--- src/rtl/ctmr_pkg.sv ---
package ctmr_pkg;
    typedef enum logic [1:0] {
        ST_IDLE  = 2'd0,
        ST_RUN   = 2'd1,
        ST_PAUSE = 2'd2
    } ctmr_state_e;

    localparam int LO_EN_BIT   = 7;
    localparam int LO_MODE_BIT = 5;
    localparam int LO_SEL_MSB  = 4;
    localparam int LO_SEL_LSB  = 2;
    localparam int LO_CONT_BIT = 1;
    localparam int LO_ST_BIT   = 0;
    localparam int HI_LINK_BIT = 7;
    localparam logic [3:0] HI_LINK_CODE = 4'b1111;

    localparam logic [2:0] ADR_CTL_LO = 3'd0;
    localparam logic [2:0] ADR_CTL_HI = 3'd1;
    localparam logic [2:0] ADR_CMP_LO = 3'd2;
    localparam logic [2:0] ADR_CMP_HI = 3'd3;
    localparam logic [2:0] ADR_CNT_LO = 3'd4;
    localparam logic [2:0] ADR_CNT_HI = 3'd5;

    // log2 of the divide ratio for select codes 1..7: 1,2,3,5,7,9,11
    function automatic logic [3:0] div_shift(input logic [2:0] code);
        if (code <= 3'd3) return {1'b0, code};
        else              return {code, 1'b0} - 4'd3;
    endfunction
endpackage

--- src/rtl/ctmr_regs.sv ---
module ctmr_regs
    import ctmr_pkg::*;
#(
    parameter int HALF_W = 8
) (
    input  logic                clk,
    input  logic                rst_n,
    input  logic                wr_en,
    input  logic [2:0]          addr,
    input  logic [HALF_W-1:0]   wdata,
    input  logic [2*HALF_W-1:0] cnt,
    output logic [HALF_W-1:0]   rdata,
    output logic [2*HALF_W-1:0] cmp,
    output logic [2:0]          sel,
    output logic                cont,
    output logic                armed,
    output logic                clr
);
    logic [HALF_W-1:0] ctl_lo_q, ctl_hi_q;
    logic              st_q;

    always_ff @(posedge clk or negedge rst_n) begin
        if (!rst_n) begin
            ctl_lo_q <= '0;
            ctl_hi_q <= '0;
            cmp      <= '0;
            st_q     <= 1'b0;
        end else begin
            st_q <= 1'b0;
            if (wr_en) begin
                unique case (addr)
                    ADR_CTL_LO: begin
                        ctl_lo_q <= {wdata[HALF_W-1:1], 1'b0};
                        st_q     <= wdata[LO_ST_BIT];
                    end
                    ADR_CTL_HI: ctl_hi_q <= wdata;
                    ADR_CMP_LO: cmp[HALF_W-1:0] <= wdata;
                    ADR_CMP_HI: cmp[2*HALF_W-1:HALF_W] <= wdata;
                    default: ;
                endcase
            end
        end
    end

    always_comb begin
        unique case (addr)
            ADR_CTL_LO: rdata = ctl_lo_q | {{(HALF_W-1){1'b0}}, st_q};
            ADR_CTL_HI: rdata = ctl_hi_q;
            ADR_CMP_LO: rdata = cmp[HALF_W-1:0];
            ADR_CMP_HI: rdata = cmp[2*HALF_W-1:HALF_W];
            ADR_CNT_LO: rdata = cnt[HALF_W-1:0];
            ADR_CNT_HI: rdata = cnt[2*HALF_W-1:HALF_W];
            default:    rdata = '0;
        endcase
    end

    assign sel   = ctl_lo_q[LO_SEL_MSB:LO_SEL_LSB];
    assign cont  = ctl_lo_q[LO_CONT_BIT];
    assign clr   = st_q;
    assign armed = ctl_lo_q[LO_EN_BIT] && !ctl_lo_q[LO_MODE_BIT]
                && ctl_hi_q[HI_LINK_BIT] && (ctl_hi_q[3:0] == HI_LINK_CODE);


    st_self_clr_chk: assert property (@(posedge clk) disable iff (!rst_n)
        (st_q && !(wr_en && addr == ADR_CTL_LO && wdata[LO_ST_BIT])) |=> !st_q);
endmodule

--- src/rtl/ctmr_prescaler.sv ---
module ctmr_prescaler
    import ctmr_pkg::*;
#(
    parameter int PSC_W     = 11,
    parameter int SYNC_LEN  = 2
) (
    input  logic       clk,
    input  logic       rst_n,
    input  logic       run,
    input  logic       clr,
    input  logic [2:0] sel,
    input  logic       ext_clk,
    output logic       tick
);
    logic [SYNC_LEN-1:0] sync_q;
    logic                ext_prev_q;
    logic [PSC_W-1:0]    psc_q;
    logic [PSC_W:0]      mask_ext;
    logic [PSC_W-1:0]    mask;
    logic                ext_rise;

    always_ff @(posedge clk or negedge rst_n) begin
        if (!rst_n) begin
            sync_q     <= '0;
            ext_prev_q <= 1'b0;
        end else begin
            sync_q     <= {sync_q[SYNC_LEN-2:0], ext_clk};
            ext_prev_q <= sync_q[SYNC_LEN-1];
        end
    end

    assign ext_rise = sync_q[SYNC_LEN-1] && !ext_prev_q;

    always_ff @(posedge clk or negedge rst_n) begin
        if (!rst_n)   psc_q <= '0;
        else if (clr) psc_q <= '0;
        else if (run) psc_q <= psc_q + 1'b1;
    end

    always_comb begin
        mask_ext = ({{PSC_W{1'b0}}, 1'b1} << div_shift(sel)) - 1'b1;
        mask     = mask_ext[PSC_W-1:0];
    end

    always_comb begin
        if (!run || clr)     tick = 1'b0;
        else if (sel == '0)  tick = ext_rise;
        else                 tick = ((psc_q & mask) == mask);
    end


    ext_tick_src_chk: assert property (@(posedge clk) disable iff (!rst_n)
        (tick && sel == '0) |-> (sync_q[SYNC_LEN-1] && !ext_prev_q));

    psc_frozen_chk: assert property (@(posedge clk) disable iff (!rst_n)
        (!run && !clr) |=> (psc_q == $past(psc_q)));
endmodule

--- src/rtl/ctmr_core.sv ---
module ctmr_core
    import ctmr_pkg::*;
#(
    parameter int CNT_W = 16
) (
    input  logic             clk,
    input  logic             rst_n,
    input  logic             armed,
    input  logic             cont,
    input  logic             clr,
    input  logic             tick,
    input  logic             irq_ack,
    input  logic [CNT_W-1:0] cmp,
    output ctmr_state_e      state,
    output logic [CNT_W-1:0] cnt,
    output logic             irq
);
    ctmr_state_e state_nx;

    always_ff @(posedge clk or negedge rst_n) begin
        if (!rst_n) state <= ST_IDLE;
        else        state <= state_nx;
    end

    always_comb begin
        unique case (state)
            ST_IDLE:  state_nx = !armed ? ST_IDLE : (cont ? ST_RUN : ST_PAUSE);
            ST_RUN:   state_nx = !armed ? ST_IDLE : (cont ? ST_RUN : ST_PAUSE);
            ST_PAUSE: state_nx = !armed ? ST_IDLE : (cont ? ST_RUN : ST_PAUSE);
            default:  state_nx = ST_IDLE;
        endcase
    end

    always_ff @(posedge clk or negedge rst_n) begin
        if (!rst_n) begin
            cnt <= '0;
            irq <= 1'b0;
        end else begin
            if (irq_ack) irq <= 1'b0;
            unique case (state)
                ST_IDLE: cnt <= '0;
                ST_RUN: begin
                    if (clr) cnt <= '0;
                    else if (tick) begin
                        if (cnt == cmp) begin
                            cnt <= '0;
                            irq <= 1'b1;
                        end else begin
                            cnt <= cnt + 1'b1;
                        end
                    end
                end
                ST_PAUSE: if (clr) cnt <= '0;
                default: cnt <= '0;
            endcase
        end
    end


    wrap_chk: assert property (@(posedge clk) disable iff (!rst_n)
        (state == ST_RUN && tick && !clr && cnt == cmp) |=> (cnt == '0 && irq));

    irq_hold_chk: assert property (@(posedge clk) disable iff (!rst_n)
        (irq && !irq_ack) |=> irq);

    pause_hold_chk: assert property (@(posedge clk) disable iff (!rst_n)
        (state == ST_PAUSE && !clr) |=> (cnt == $past(cnt)));

    clear_chk: assert property (@(posedge clk) disable iff (!rst_n)
        clr |=> (cnt == '0));

    idle_zero_chk: assert property (@(posedge clk) disable iff (!rst_n)
        (state == ST_IDLE) |=> (cnt == '0));
endmodule

--- src/rtl/cascade_timer16.sv ---
module cascade_timer16
    import ctmr_pkg::*;
#(
    parameter int HALF_W   = 8,
    parameter int PSC_W    = 11,
    parameter int SYNC_LEN = 2
) (
    input  logic              clk,
    input  logic              rst_n,
    input  logic              wr_en,
    input  logic [2:0]        addr,
    input  logic [HALF_W-1:0] wdata,
    output logic [HALF_W-1:0] rdata,
    input  logic              ext_clk,
    input  logic              irq_ack,
    output logic              irq
);
    localparam int CNT_W = 2 * HALF_W;

    logic [CNT_W-1:0] cmp, cnt;
    logic [2:0]       sel;
    logic             cont, armed, clr, tick;
    ctmr_state_e      state;

    ctmr_regs #(.HALF_W(HALF_W)) u_regs (
        .clk(clk), .rst_n(rst_n), .wr_en(wr_en), .addr(addr), .wdata(wdata),
        .cnt(cnt), .rdata(rdata), .cmp(cmp), .sel(sel), .cont(cont),
        .armed(armed), .clr(clr)
    );

    ctmr_prescaler #(.PSC_W(PSC_W), .SYNC_LEN(SYNC_LEN)) u_psc (
        .clk(clk), .rst_n(rst_n), .run(state == ST_RUN),
        .clr(clr || state == ST_IDLE), .sel(sel), .ext_clk(ext_clk), .tick(tick)
    );

    ctmr_core #(.CNT_W(CNT_W)) u_core (
        .clk(clk), .rst_n(rst_n), .armed(armed), .cont(cont), .clr(clr),
        .tick(tick), .irq_ack(irq_ack), .cmp(cmp), .state(state),
        .cnt(cnt), .irq(irq)
    );
endmodule

--- config.mk ---
export PLATFORM = sky130hd
export DESIGN_NAME = cascade_timer16
export DESIGN_NICKNAME = d
export VERILOG_FILES = /design/src/rtl/ctmr_pkg.sv /design/src/rtl/ctmr_regs.sv /design/src/rtl/ctmr_prescaler.sv /design/src/rtl/ctmr_core.sv /design/src/rtl/cascade_timer16.sv
export SDC_FILE = /design/constraint.sdc
export NUM_CORES = 1
export LEC_CHECK = 0
export ABC_AREA = 1
export BUFFER_PORTS_ARGS = -buffer_cell sky130_fd_sc_hd__buf_2
export CAP_MARGIN = 20
export CORE_MARGIN = 1.5
export CORE_UTILIZATION = 46
export DETAILED_ROUTE_END_ITERATION = 6
export GPL_ROUTABILITY_DRIVEN = 0
export PLACE_DENSITY = 0.72
export SLEW_MARGIN = 10
export SYNTH_ARGS = -nofsm -noshare
export SYNTH_HDL_FRONTEND = slang
export SYNTH_HIERARCHICAL = 1
export SYNTH_SLANG_ARGS = --single-unit
--- constraint.sdc ---
create_clock -name clk -period 8 [get_ports clk]
set_input_delay 0.4 -clock clk [delete_from_list [all_inputs] [get_ports clk]]
set_output_delay 0.4 -clock clk [all_outputs]
set_load 0.05 [all_outputs]
Word level (Yosys, flattened, before mapping)
Cells that the tools add are included.
{ "totals": {"ff_bits": 65, "in_bits": 16, "output_inout_bits": 9, "word_cells": 71} }
{ "classes": {"n_addsub": 4, "n_lt_le_gt_ge": 1, "eq_ne": 12, "n_shift": 1, "muxes": 21, "bitwise": 2, "reduce_logical": 19} }
{ "ops": {"columns": ["op", "n"], "rows": [
  ["$mux W16", 4],
  ["$pmux W8 S6", 1],
  ["$pmux W16 S2", 1],
  ["$mux W11", 2],
  ["$add A16 B1 Y16 const B", 1],
  ["$eq A16 B16 Y1", 1],
  ["$add A11 B1 Y11 const B", 1],
  ["$and A11 B11 Y11", 1],
  ["$eq A11 B11 Y1", 1],
  ["$shl A1 B4 Y11 const A", 1],
  ["$sub A11 B1 Y11 const B", 1],
  ["$reduce_and A2 Y1", 5],
  ["$mux W1", 9],
  ["$or A8 B1 Y8", 1],
  ["$eq A3 B2 Y1 const B", 2],
  ["$eq A3 B3 Y1 const B", 2],
  ["$logic_not A3 Y1", 2],
  ["$mux W2", 3],
  ["$eq A4 B4 Y1 const B", 1],
  ["$logic_and A1 B1 Y1", 4],
  ["$mux W4", 1],
  ["$sub A4 B2 Y4 const B", 1],
  ["$eq A3 B1 Y1 const B", 1],
  ["$le A3 B2 Y1 const B", 1],
  ["9 further kinds", 12]
]} }

Depth between registers and ports, before layout
{ "depth": {"depth_word": 11, "mapped_depth": 25} }

Modules after synthesis
The synthesis kept the hierarchy.
{ "by_module_without_submodules": {"columns": ["mod", "instances", "cells_per_inst", "area_per_inst_um2"], "rows": [
  ["ctmr_regs", 1, 239, 1898.1],
  ["ctmr_core", 1, 222, 1421.4],
  ["ctmr_prescaler", 1, 126, 915.9],
  ["cascade_timer16", 1, 4, 18.8]
]} }

Worst setup path after synthesis
OpenSTA, ideal clock, no wires.
{ "synth_path": {"kind": "register -> register", "startpoint": "reg u_regs.ctl_lo_q[4]", "endpoint": "reg u_core.cnt[5]", "arrival_time_ns": 2.704, "required_time_ns": 7.923, "setup_slack_ns": 5.219, "path_stages_with_launch": 22, "period_less_slack_ns": 2.781, "cell_sequence": "dfrtp_1 > buf_4 > inv_2 > ha_1 > nand3_2 > nand3_2 > ha_1 > o21ai_0 > nor2_1 > nand2_1 > nor2_1 > nand3_1 > nor2_1 > nand3_1 > a21oi_2 > inv_1 > nand3_2 > nand2_4 > or2_1 > o21ai_0 > nand2_1 > a21oi_1"} }
{ "synth_via": {"elab_chain_len": 10, "word_cells_on_any_way": 12, "cone_classes": "add/sub: 2; order compare: 1; eq/ne: 2; shift: 1; mux: 3; bitwise: 1; reduce/logical: 2"} }
{ "synth_lines": {"columns": ["element", "line_no", "source"], "rows": [
  ["start, declared", "ctmr_regs.sv:19", "logic [HALF_W-1:0] ctl_lo_q, ctl_hi_q;"],
  ["start signal, assigned", "ctmr_regs.sv:33", "ctl_lo_q <= {wdata[HALF_W-1:1], 1'b0};"],
  ["$sub A4 B2 Y4 / $le A3 B2 Y1 (equally long branches)", "ctmr_pkg.sv:27, ctmr_pkg.sv:26", null],
  ["$mux W4", "ctmr_pkg.sv:26", "if (code <= 3'd3) return {1'b0, code};"],
  ["$shl A1 B4 Y11", "ctmr_prescaler.sv:41", "mask_ext = ({{PSC_W{1'b0}}, 1'b1} << div_shift(sel)) - 1'b1;"],
  ["$sub A11 B1 Y11", "ctmr_prescaler.sv:41", null],
  ["$and A11 B11 Y11", "ctmr_prescaler.sv:48", "else tick = ((psc_q & mask) == mask);"],
  ["$eq A11 B11 Y1", "ctmr_prescaler.sv:48", null],
  ["$mux W1 (*)", "ctmr_prescaler.sv:47", "else if (sel == '0) tick = ext_rise;"],
  ["$mux W1 (*)", "ctmr_prescaler.sv:46", "if (!run || clr) tick = 1'b0;"],
  ["named net tick", "cascade_timer16.sv:22", "logic cont, armed, clr, tick;"],
  ["$ne A3 B3 Y1 (no line) (*)", null, null],
  ["$reduce_and A2 Y1 (no line) (*)", null, null],
  ["end signal, assigned", "ctmr_core.sv:49", "cnt <= cnt + 1'b1;"],
  ["end, declared", "ctmr_core.sv:15", "output logic [CNT_W-1:0] cnt,"]
]} }
Mark *: on every way through the listed nets, which the timed path passes. The rest lies on a longest branch.
A chain may end at the register's enable or synchronous reset.

Worst setup path after layout
{ "layout_path": {"startpoint": "reg u_regs.ctl_lo_q[3]", "endpoint": "reg u_core.cnt[2]"} }
The elaborated chain is that of the path after synthesis.

==> key figures <==
STA
  – Final Setup Violations: 0
  – Post-route minimum period: 3.13 ns
  – Fmax: ~0.32 GHz
  – Final Hold Fails: 0
  – Worst Clk Skew: 0.00984 ns
  – Max_slew headroom: ~44%
  – Pins over their slew limit: 0
  – Setup TNS: 0 ns
  – Fin crit share: 39.1%
  – Worst slew pin tran: between 0.8 and 0.9 ns
  – RSZ-0062 raised after global routing: no
  – Hold_ws: around 0.15 ns

Synth
  – Sequential area share after synthesis: 38.2%
  – Synth top area share: 38.2%
  – Synth warn: 6
  – Largest family of logic cells by synthesized area: simple AND/OR/NAND/NOR gates
  – Cells after Synth: around 590
  – Post-synthesis mux area share: 0%
  – Avg Cell Area, Syn: 7.20 µm²
  – Post-Synth XOR/XNOR Area: 1.03%
  – Post-synthesis cell area: 0.00425 mm²
  – Synth cell types: 36
  – Synth Area in Compound Gates: 10.6%
  – Top cells by area, synth: dfrtp_1 38%, nand2_1 14%, inv_1 6.6%
  – Post-synth top area cell: dfrtp_1
  – Post-Synth Adder-Cell Area: approximately 1.2%
  – Yosys reg bits: 65
  – Syn Nets: 611
  – Simple-gate portion of the synthesized area: 38.2%

Power and ir drop
  – Leakage power: 2.28 nW
  – Power Density: roughly 190 mW/mm²
  – Worst VDD drop: 0.115 mV

Floorplan
  – Die W: a little under 100 µm
  – Core area: roughly 0.0088 mm²
  – Effective utilization at floorplan: 48.1%
  – Chip height: 99.2 µm
  – IO Pins: 25
  – Total Die Area: approximately 0.0098 mm²
  – Row count: 34

Status
  – Status: completed

Worst setup path
  – CP arrival: about 3.4 ns
  – Worst path cell trace: ha_1 > nand3_2 > nand3_2 > ha_1 > o21ai_0 > nor2_1 > nand2_1 > nor2_1 > nand3_1 > nor2_1 > nand3_1 > a21oi_2 > inv_1 > nand3_2 > nand2_4 > inv_2 > nand2_1 > xor2_1 > a21oi_1
  – Slowest cell on crit path: dfrtp_1
  – Worst-path maximum fanout: 19
  – Critical path buffers and inverters: 2
  – Peak per-stage delay on the critical path: 0.49 ns
  – Critical Path RT: 8.28 ns
  – CP top delay family: simple AND/OR/NAND/NOR gates
  – Worst Setup Start Kind: flop
  – Crit Path Category: reg -> reg
  – Critical path endpoint category: flop

Clock tree
  – Clock slew at reported path FFs: 0.08 ns
  – Resized cells post-CTS: 0
  – Clk sinks: 65
  – Clock buffer depth: 2
  – CTS Buf Count: 9
  – Clock Latency Late Sink: roughly 0.35 ns
  – Post-CTS setup repair buffer count: 0
  – # H-tree levels: 3
  – CTS tree: built
  – CTS Root Cell: clkbuf_8
  – Post-CTS Hold Buffers: 0

Finish
  – Area of the multi-input gates: 0.00217 mm²
  – Highest-count cells in the layout ignoring fill and taps: 159 x nand2_1, 75 x inv_1, 65 x dfrtp_1
  – Fraction of layout cells with a size suffix above 1: ~16%
  – Commonest non-fill, non-tap cell in the layout: nand2_1
  – Non-filler cells, final: 722
  – Final nets: 629
  – Util after Layout: just over 50%
  – Diode count: 0
  – Design Area, Final: 0.00459 mm²
  – Number of fill cells in the layout: approximately 890
  – Register area: 0.00163 mm²
  – Layout area overhead: 7.94%

Global route
  – GRT Util Overall: 22.5%
  – Largest net degree at the start of global routing: 66
  – First-pass GRT wire length: 17,400 µm
  – Vias in the first global route: 3,568
  – GRT overflow: 0
  – Initial antenna violation count: 0

Place
  – Cells after DPL: 706
  – PortBufs: 24
  – Post-DP HPWL: 7620 µm
  – Placed Area: 0.00439 mm²

Detailed routing
  – Detail Route Antenna Nets: 0
  – # DRC: 0
  – DRT Pass-1 Iters: 5
  – Vias per cell: between 5 and 6
  – WL final: 10,500 µm
  – WL per Instance: 14.6 µm
  – Via count: 3,886
  – DR iter-0 viols: 243

Job
  – MaxCap Viol Count: 0

Hold path
  – Worst hold path class: in -> reg
==> power by group <==
group / switching, mW / internal (mW) / total [mW] / leakage (nW)
combinational: 0.126 / 0.0634 / 0.190 / 1.31
clock: 0.145 / 0.147 / 0.292 / 0.104
sequential: 0.0346 / 0.359 / 0.393 / 0.857
total: 0.306 / 0.569 / 0.875 / 2.28
==> final cells by class <==
class,instances,area share (%)
Clock inverter,7,1.72
Timing Repair Buffer,25,2.78
Tap cell,108,2.94
Inverter,86,7.19
Multi-Input combinational cell,422,47.2
Clock buffer,9,2.70
Sequential cell,65,35.4
==> per-layer routing <==
metal / track usage, % / vias to the layer above / wire, µm
met4: 9.21 / 0 / 280
met2: 36.6 / 112 / 4880
met1: 30.2 / 1809 / 4890
met5: 0 / - / 0
met3: 3.65 / 23 / 464
li1: - / 1942 / -
==> worst paths after layout <==
path,from,end,slack [ns],cells past startpoint
hold reg to reg,u_psc/sync_q[0]$_DFF_PN0_,u_psc/sync_q[1]$_DFF_PN0_,0.36,0
setup / recovery,u_regs/ctl_lo_q[3]$_DFFE_PN0P_,u_core/cnt[2]$_DFFE_PN0P_,4.87,19
hold / removal,ext_clk,u_psc/sync_q[0]$_DFF_PN0_,0.15,1
min in group asynchronous,rst_n,u_psc/psc_q[7]$_DFFE_PN0P_,0.19,2
max in group asynchronous,rst_n,u_regs/cmp[11]$_DFFE_PN0P_,7.21,2
setup reg to reg,u_regs/ctl_lo_q[3]$_DFFE_PN0P_,u_core/cnt[2]$_DFFE_PN0P_,4.87,19
==> logic make-up after synthesis <==
kind of cell    count (synthesis)
xor+xnor                        5
simple gates                  336
fa+ha+maj                       4
compound gates                 77
buf+inv                       104
flops                          65
==> cells in the mapped netlist <==
master / number
ha_1: 4
nor2_1: 62
inv_1: 75
nor2_8: 3
buf_4: 5
inv_6: 1
inv_2: 8
dfrtp_1: 65
nand3_2: 5
nand2_1: 159
nor2_2: 5
nor3_2: 2
nor3_1: 6
nand4_1: 26
nand3b_4: 1
nand3_1: 46
a21oi_2: 4
buf_2: 9
o21ai_2: 10
xor2_1: 5
nand3_4: 2
o31ai_1: 1
nand2_4: 4
clkinv_1: 1
buf_6: 4
inv_4: 1
nand2_2: 8
o21ai_1: 14
a21oi_1: 19
nor2_4: 3
o21a_1: 1
nand3b_1: 3
a22oi_1: 1
o21ai_0: 24
or2_1: 1
o22ai_1: 3
==> worst register-to-register path, delay by kind of cell (launching register included) <==
kind	cells	cell delay, ns
AND/OR/NAND/NOR	11	1.06
adder cells (fa/ha/maj)	2	0.67
AO/OA/AOI/OAI	3	0.32
buffers and inverters	2	0.34
XOR/XNOR	1	0.16
flip-flops	1	0.49
==> per-stage QoR <==
stage	setup slack, ns	total power [mW]
4_1_cts	4.88	0.881
2_1_floorplan	5.22	0.542
3_3_place_gp	5.06	0.580
5_1_grt	4.54	0.929
3_5_place_dp	4.90	0.588
6_report	4.87	0.875
==> sequential cells by signal, indices dropped and copies added, names as in the netlist <==
register and flops:
u_regs/ctl_lo_q 7, u_core/irq 1, u_core/state 2, u_regs/cmp 16, u_psc/ext_prev_q 1, u_core/cnt 16, u_regs/clr 1, u_psc/psc_q 11
u_psc/sync_q 2, u_regs/ctl_hi_q 8
Power figures use the tool's default switching activity.
